**config.mk**
```make
export PLATFORM = sky130hd
export DESIGN_NAME = bankedRegFile
export DESIGN_NICKNAME = d
export VERILOG_FILES = /design/src/rtl/bankrf_pkg.sv /design/src/rtl/bankrf_ctrl.sv /design/src/rtl/bankrf_datapath.sv /design/src/rtl/bankedRegFile.sv
export SDC_FILE = /design/constraint.sdc
export NUM_CORES = 2
export LEC_CHECK = 0
export BUFFER_PORTS_ARGS = -buffer_cell sky130_fd_sc_hd__buf_2
export CORE_MARGIN = 1
export CORE_UTILIZATION = 30
export DETAILED_ROUTE_END_ITERATION = 16
export REMOVE_ABC_BUFFERS = 1
export SYNTH_ARGS = -nofsm -noshare
export SYNTH_HDL_FRONTEND = slang
export SYNTH_HIERARCHICAL = 1
export SYNTH_SLANG_ARGS = --single-unit
```
**constraint.sdc**
```tcl
create_clock -name clk -period 4.2 [get_ports clk]
set_clock_uncertainty 0.15 [all_clocks]
set_input_delay 0.21 -clock clk [delete_from_list [all_inputs] [get_ports clk]]
set_output_delay 0.21 -clock clk [all_outputs]
set_load 0.1 [all_outputs]
```
**src/rtl/bankrf_pkg.sv**
```systemverilog
package bankrf_pkg;
  localparam int IDX_W   = 4;
  localparam int NUM_GPR = 31;
  localparam int SLOT_W  = 5;
  localparam int NUM_SAV = 5;
  localparam int SAV_W   = 3;
  localparam int PC_SLOT = 15;
  localparam logic [SLOT_W-1:0] FAST_BASE = 5'd16;
  localparam logic [SLOT_W-1:0] PRIV_BASE = 5'd23;

  typedef enum logic [2:0] {
    MODE_USER   = 3'd0,
    MODE_FAST   = 3'd1,
    MODE_IRQ    = 3'd2,
    MODE_SUPV   = 3'd3,
    MODE_ABORT  = 3'd4,
    MODE_UNDEF  = 3'd5,
    MODE_SYSTEM = 3'd6,
    MODE_RSVD   = 3'd7
  } mode_e;

  typedef struct packed {
    logic              gprWe;
    logic [SLOT_W-1:0] gprSlot;
    logic [SLOT_W-1:0] rdSlotA;
    logic [SLOT_W-1:0] rdSlotB;
    logic              savedHit;
    logic              savedWr;
    logic [SAV_W-1:0]  savedSlot;
  } rf_strobe_t;
endpackage

```
**src/rtl/bankrf_ctrl.sv**
```systemverilog
module bankrf_ctrl
  import bankrf_pkg::*;
(
  input  logic [2:0]       curMode,
  input  logic             userBank,
  input  logic [IDX_W-1:0] rdIdxA,
  input  logic [IDX_W-1:0] rdIdxB,
  input  logic             wrEn,
  input  logic [IDX_W-1:0] wrIdx,
  input  logic             savedWe,
  output rf_strobe_t       strobe
);
  function automatic logic [SLOT_W-1:0] slotOf(input logic [IDX_W-1:0] idx,
                                                input logic [2:0] mode,
                                                input logic useUser);
    logic [SLOT_W-1:0] s;
    logic [SLOT_W-1:0] ext;
    ext = {1'b0, idx};
    s   = ext;
    if (!useUser) begin
      if (mode == MODE_FAST && idx >= 4'd8 && idx <= 4'd14) begin
        s = FAST_BASE + ext - 5'd8;
      end else if (idx == 4'd13 || idx == 4'd14) begin
        case (mode)
          MODE_IRQ:   s = PRIV_BASE + 5'd0 + ext - 5'd13;
          MODE_SUPV:  s = PRIV_BASE + 5'd2 + ext - 5'd13;
          MODE_ABORT: s = PRIV_BASE + 5'd4 + ext - 5'd13;
          MODE_UNDEF: s = PRIV_BASE + 5'd6 + ext - 5'd13;
          default:    s = ext;
        endcase
      end
    end
    return s;
  endfunction

  logic hasSaved;
  assign hasSaved = (curMode >= 3'd1) && (curMode <= 3'd5);

  always_comb begin
    strobe           = '0;
    strobe.gprWe     = wrEn && (wrIdx != 4'(PC_SLOT));
    strobe.gprSlot   = slotOf(wrIdx, curMode, userBank);
    strobe.rdSlotA   = slotOf(rdIdxA, curMode, userBank);
    strobe.rdSlotB   = slotOf(rdIdxB, curMode, userBank);
    strobe.savedHit  = hasSaved;
    strobe.savedWr   = hasSaved && savedWe;
    strobe.savedSlot = hasSaved ? (curMode - 3'd1) : '0;
  end
endmodule

```
**src/rtl/bankrf_datapath.sv**
```systemverilog
module bankrf_datapath
  import bankrf_pkg::*;
#(
  parameter int DATA_W = 32
) (
  input  logic              clk,
  input  logic              rstN,
  input  rf_strobe_t        strobe,
  input  logic [DATA_W-1:0] wrData,
  input  logic              pcWe,
  input  logic [DATA_W-1:0] pcWdata,
  input  logic              statWe,
  input  logic [DATA_W-1:0] statWdata,
  input  logic [DATA_W-1:0] savedWdata,
  output logic [DATA_W-1:0] rdDataA,
  output logic [DATA_W-1:0] rdDataB,
  output logic [DATA_W-1:0] pcOut,
  output logic [DATA_W-1:0] statRdata,
  output logic [DATA_W-1:0] savedRdata,
  output logic [2:0]        curMode
);
  localparam logic [DATA_W-1:0] STAT_RESET = DATA_W'(MODE_SUPV);

  logic [DATA_W-1:0] gpr   [NUM_GPR];
  logic [DATA_W-1:0] saved [NUM_SAV];
  logic [DATA_W-1:0] statReg;

  always_ff @(posedge clk or negedge rstN) begin
    if (!rstN) begin
      for (int i = 0; i < NUM_GPR; i++) gpr[i] <= '0;
    end else begin
      for (int i = 0; i < NUM_GPR; i++) begin
        if (i == PC_SLOT) begin
          if (pcWe) gpr[i] <= pcWdata;
        end else if (strobe.gprWe && strobe.gprSlot == SLOT_W'(i)) begin
          gpr[i] <= wrData;
        end
      end
    end
  end

  always_ff @(posedge clk or negedge rstN) begin
    if (!rstN) begin
      for (int i = 0; i < NUM_SAV; i++) saved[i] <= '0;
    end else begin
      for (int i = 0; i < NUM_SAV; i++) begin
        if (strobe.savedWr && strobe.savedSlot == SAV_W'(i)) saved[i] <= savedWdata;
      end
    end
  end

  always_ff @(posedge clk or negedge rstN) begin
    if (!rstN)       statReg <= STAT_RESET;
    else if (statWe) statReg <= statWdata;
  end

  assign rdDataA    = gpr[strobe.rdSlotA];
  assign rdDataB    = gpr[strobe.rdSlotB];
  assign pcOut      = gpr[PC_SLOT];
  assign statRdata  = statReg;
  assign curMode    = statReg[2:0];
  assign savedRdata = strobe.savedHit ? saved[strobe.savedSlot] : '0;
endmodule

```
**src/rtl/bankedRegFile.sv**
```systemverilog
module bankedRegFile
  import bankrf_pkg::*;
#(
  parameter int DATA_W = 32
) (
  input  logic              clk,
  input  logic              rstN,
  input  logic [3:0]        rdIdxA,
  output logic [DATA_W-1:0] rdDataA,
  input  logic [3:0]        rdIdxB,
  output logic [DATA_W-1:0] rdDataB,
  input  logic              wrEn,
  input  logic [3:0]        wrIdx,
  input  logic [DATA_W-1:0] wrData,
  input  logic              userBank,
  input  logic              pcWe,
  input  logic [DATA_W-1:0] pcWdata,
  output logic [DATA_W-1:0] pcOut,
  input  logic              statWe,
  input  logic [DATA_W-1:0] statWdata,
  output logic [DATA_W-1:0] statRdata,
  input  logic              savedWe,
  input  logic [DATA_W-1:0] savedWdata,
  output logic [DATA_W-1:0] savedRdata,
  output logic [2:0]        curMode
);
  rf_strobe_t strobe;

  bankrf_ctrl ctrl_i (
    .curMode(curMode), .userBank(userBank), .rdIdxA(rdIdxA), .rdIdxB(rdIdxB),
    .wrEn(wrEn), .wrIdx(wrIdx), .savedWe(savedWe), .strobe(strobe)
  );

  bankrf_datapath #(.DATA_W(DATA_W)) dp_i (
    .clk(clk), .rstN(rstN), .strobe(strobe), .wrData(wrData),
    .pcWe(pcWe), .pcWdata(pcWdata), .statWe(statWe), .statWdata(statWdata),
    .savedWdata(savedWdata), .rdDataA(rdDataA), .rdDataB(rdDataB),
    .pcOut(pcOut), .statRdata(statRdata), .savedRdata(savedRdata),
    .curMode(curMode)
  );
endmodule

```
-- Word-level counts from Yosys, hierarchy flattened
Cells that the tools add are included.
- bits in latches: 0
- memories kept: 0
- bits in writable memories: 0
- output and inout port bits: 163
- input bits: 147
- memory bits (read-only): 0
- flip-flop bits (word level): 1184
- shifts and indexed selects: 0
- divide/modulo/power cells: 0
- add/subtract/negate cells: 31
- reduce and logical (&&, ||, !) cells: 49
- eq/ne operators: 45
- bitwise operators: 3
- muxes and demuxes: 23
- $lt $le $gt $ge: 11
- multiply operators: 0
- operators with widths (cell ; number):
    binary-select mux 32 bit (select 5 bit) ; 2
    two-way mux 32 bit ; 7
    binary-select mux 32 bit (select 3 bit) ; 1
    adder 5 x 4 -> 5 bit (first input constant) ; 15
    equality test 5 bit (second input constant) ; 15
    subtractor 5 x 4 -> 5 bit (second input constant) ; 15
    one-hot mux 5 bit (4 select lines) ; 3
    two-way mux 5 bit ; 9
    logical AND 1 bit ; 44
    equality test 5 x 4 -> 1 bit (second input constant) ; 7
    equality test 4 bit (second input constant) ; 6
    equality test 5 x 3 -> 1 bit (second input constant) ; 4
    >= comparator 4 bit (second input constant) ; 4
    equality test 3 x 2 -> 1 bit (second input constant) ; 4
    >= comparator 6 bit (second input constant) ; 2
    less-or-equal comparator 4 bit (second input constant) ; 3
    NOT 5 -> 6 bit ; 2
    equality test 5 x 2 -> 1 bit (second input constant) ; 2
    equality test 3 bit (second input constant) ; 3
    equality test 3 x 1 -> 1 bit (second input constant) ; 2
    equality test 5 x 1 -> 1 bit (second input constant) ; 1
    zero test 5 bit ; 1
    != test 4 bit (second input constant) ; 1
    NOT 3 -> 4 bit ; 1
    6 further kinds ; 8

-- Longest topological paths before layout
- word-level depth: 10
- mapped depth: 15

-- Cells and area by module
Netlist, hierarchy kept.
- by module, submodules not included (module ; area an instance (um2) ; instances ; cells each):
    bankrf_datapath ; 62184.6 ; 1 ; 4369
    bankrf_ctrl ; 1234.9 ; 1 ; 180

-- Worst setup path after synthesis
OpenSTA, ideal clock, no wires.
- path type: register -> output
- start: register dp_i.statReg[0] (netlist: dp_i/statRdata[0])
- end: output port rdDataB[0]
- setup slack: -2.323 ns
- arrival time: 6.163 ns
- required time: 3.840 ns
- cell stages (with the launch flop): 12
- cell sequence: dfstp_2 ha_1 buf_2 nor3_1 a211oi_1 o21ai_0 o31ai_1 clkbuf_1 clkbuf_1 clkbuf_1 a21oi_1 nor4_1
- RTL lines (what ; RTL line ; text):
    start, declared ; bankrf_datapath.sv:26 ; logic [DATA_W-1:0] statReg;
    start signal, assigned ; bankrf_datapath.sv:54 ; else if (statWe) statReg <= statWdata;
    end, declared ; bankedRegFile.sv:11 ; output logic [DATA_W-1:0] rdDataB,

==> results by stage <==
Worst setup path:
- The data arrival time of the critical path is around 4500 ps.
- The critical-path maximum fanout is 6.
- The worst path required time is 3840 ps.
- The kind of capture point of the worst setup path is a primary output.
- The worst setup path is of the flop to primary output kind.
- The startpoint type of the worst setup path is a flop.

STA:
- Setup repair after global routing could not meet its margin everywhere.
- The hold violation count in the final report is 0.
- The fmax is 208 MHz.
- The final number of setup-violating endpoints is between 60 and 70.
- The final setup TNS is -32720 ps.
- The final number of max-transition violations is 0.
- The final critical path time including I/O delays and setup is roughly 4800 ps.
- The period utilization is 115%.
- Once routing completed, OpenROAD measured the worst setup slack at -616 ps.
- The slew at the pin closest to its max-slew limit is a little over 1000 ps.
- The relative slew slack is 32.1%.

Synthesis:
- The count of warnings emitted by yosys is 6.
- In the post-synthesis netlist, the cell with the most instances is mux2_2.
- The synthesized design devotes to its leading area cell type between 40% and 50% of total area.
- Counting flops and latches in the post-synthesis netlist gives ~1200.
- By area the synthesized netlist is led by dfrtp_1, mux2_2, mux4_2.
- The cell area after synthesis is 63400 µm².
- The async set-or-reset flop fraction in the synthesized netlist is 100%.
- The main flop type after synthesis is dfrtp_1.
- Counting flops with a built-in enable in the synthesized netlist gives 0.
- The commonest cells after synthesis are mux2_2, dfrtp_1, mux4_2.
- Of all cell types, the one taking the most synthesized area is dfrtp_1.
- After technology mapping, the gate count stands at roughly 4500.
- Sequential elements use a little under half of the synthesized area.
- The number of distinct library cell variants in the gate-level netlist after synthesis is 63.
- Each instance of the synthesized netlist takes up on average around 14 µm².

Die:
- The floorplan core area is approximately 210000 µm².
- The area of the die is 213000 µm².
- Once the floorplan was initialized, standard cells occupied 30.2% of the core.
- For this design the top-level I/O count stands at slightly above 300.
- The height of the chip is 462 µm.
- The floorplan has 168 rows.
- The die extent in x is roughly 460 µm.

Layout:
- The number of nets in the layout is between 5000 and 6000.
- The share of final-layout standard cells stronger than drive strength 1 is roughly 58%.
- The finished layout holds a little over 8000 standard cells, fillers aside.
- Relative to the synthesized area, the layout overhead comes to 32.4%.
- The area of all placed cells without fillers is 84000 µm².

Clocking:
- CTS placed an instance of clkbuf_16 at the clock tree root.
- The clock transition at the registers of the reported paths is roughly 60 ps.
- The number of clock sinks is between 1000 and 1500.
- The number of clock buffers added by TritonCTS is roughly 140.
- TritonCTS built the clock tree.
- The H-tree generated during clock tree synthesis spans 4 levels.
- Clock latency on the worst-skew pair, taken at its later pin, is around 800 ps.
- The number of buffers on the longest clock path is 3.

Status:
- The flow ran to the end, but the final reports show violations.
- The final reports fail on setup timing.

Detailed routing:
- The total detailed-routing wirelength is approximately 230000 µm.
- In the routed design, unresolved DRC markers number 0.
- After detailed routing, the number of vias per cell comes to 5.50.
- The post-detailed-route count of antenna-violating nets is 0.
- After the first detailed-routing iteration, the DRC count stood at between 3000 and 4000.
- The routed length per placed instance is around 28 µm.
- Before antenna repair, the detailed router went through 6 iterations.
- Across all layers, the routed design uses roughly 45000 vias.

Min path:
- The worst min-delay path category is input port to flop.

Place:
- The quantity of I/O buffers inserted on ports is 309.
- The placer congestion estimate is between 0.8 and 0.9.
- The total instance count after detailed placement is 7475.
- In this run the cell area measured after placement is between 70000 and 80000 µm².
- The half-perimeter wire length of the detailed placement result is about 140000 µm.
- The post-placement setup slack is -464 ps.

Flow run:
- The tool flagged a number of max-cap violations equal to 0.

Global route:
- In the global route stage, overall resource usage came out at 20.6%.
- The number of antenna violations at the first check in global routing came to 21.
- The largest net degree at the start of global routing is between 100 and 150.
- The number of global-route vias before repair was 46687.
- The wire length of the first global-routing pass is approximately 330000 µm.
- After global routing the overflow that remains totals 0.

Power:
- The power density relative to cell area is roughly 500 nW/µm².
- The highest ir drop seen on vdd is about 0.66 mV.
- Summed over all cells, the static leakage comes to about 36 nW.
-- stage by stage --
stage	hold slack, ps	power (mW)	utilization (%)
3_3_place_gp	160	27.3	34.1
3_5_place_dp	171	27.6	34.1
6_report	43.2	41.7	40.0
5_1_grt	44.5	43.3	40.0
2_1_floorplan	-236	23.8	-
4_1_cts	7.53	41.5	39.1
-- placed cells by master, fill, tap and decap left out, types with 16 or more instances in the layout --
cell type,netlist,routed
mux2_4,0,34
mux4_2,352,352
o22ai_1,79,40
clkbuf_8,0,38
o31ai_2,0,20
buf_4,77,298
inv_1,20,18
a21oi_2,1,29
a22oi_1,35,34
a221o_1,23,17
dfrtp_1,1182,1181
clkbuf_16,0,160
buf_12,0,236
a21oi_1,116,85
buf_6,8,49
nor2b_2,0,19
mux2_2,1313,1279
clkinv_2,0,16
mux2i_1,232,198
o21ai_0,57,22
ha_1,26,22
buf_16,0,26
o21ai_2,0,16
nor2b_1,112,85
clkbuf_1,232,32
a21o_1,43,43
buf_2,106,210
nor2_1,57,41
a211oi_1,68,54
nand2_1,61,44
o2bb2ai_1,23,17
o211ai_1,32,32
buf_8,0,26
o22ai_2,0,33
dlygate4sd3_1,0,210
mux2i_2,0,28
-- flip-flops by register name (all words and copies together) (netlist names) --
name and flops:
dp_i/gpr 960, dp_i/saved 160, dp_i/pcOut 32, dp_i/statRdata 32
-- layer usage --
layer / wire length, µm / global-route usage [%]
met4: 9000 / 7.28
met2: 107000 / 33.5
met3: 16300 / 4.62
met1: 93900 / 26.9
met5: 129 / 0
-- repair_timing --
action	4_1_cts	5_1_grt
setup buffers	138	94
setup endpoints to repair	96	107
gates resized for setup	343	275
pin swaps	102	108
hold endpoints to repair	1662	0
gates cloned	27	18
hold buffers	211	0
-- worst max-delay path, cell delays in order (launching register included) --
cell	delay [ps]
dfstp_2	580
inv_4	60
ha_4	180
and2b_2	250
o211ai_1	220
nand3_4	190
o21ai_4	200
o31ai_4	100
buf_12	170
buf_16	150
buf_12	150
buf_12	140
buf_6	120
mux4_2	290
mux2i_2	180
o22ai_2	150
a221o_1	330
buf_12	180
-- logic make-up after synthesis --
family,Yosys count,synth area share (%)
muxes,1910,39.7
AOI/OAI and AO/OA,579,6.33
and+or+nand+nor,328,2.83
buffers and inverters,516,3.82
DFF,1184,46.7
xor gates and xnor gates,6,0.0829
adders and majority gates,26,0.513
-- report_power, final --
part	switching (mW)	leakage, nW	internal [mW]	total [mW]
Clock	5.31	2.38	7.48	12.8
Combinational	7.00	18.8	6.51	13.5
Sequential	1.60	15.3	13.8	15.4
-- worst paths after layout --
kind | from | end | slack (ps) | cells after the start
max | dp_i/statRdata[1]$_DFFE_PN1P_ | rdDataA[20] | -620 | 17
max in group asynchronous | rstN | dp_i/gpr[516]$_DFFE_PN0P_ | 2460 | 5
max reg2reg | dp_i/statRdata[0]$_DFFE_PN1P_ | dp_i/gpr[10]$_DFFE_PN0P_ | 250 | 12
min reg2reg | dp_i/saved[7]$_DFFE_PN0P_ | dp_i/saved[7]$_DFFE_PN0P_ | 340 | 1
min | pcWe | dp_i/pcOut[6]$_DFFE_PN0P_ | 40 | 3
min in group asynchronous | rstN | dp_i/gpr[451]$_DFFE_PN0P_ | 420 | 3
-- final cells by class --
type | instances | area, µm²
Antenna cell | 6 | 15.0
Clock buffer | 212 | 4200
Clock inverter | 47 | 667
Fill cell | 19362 | 126000
Inverter | 21 | 83.8
Multi-Input combinational cell | 2849 | 33500
Sequential cell | 1184 | 29600
Tap cell | 2805 | 3510
Timing Repair Buffer | 1077 | 12400
(Power assumes the default switching activity.)
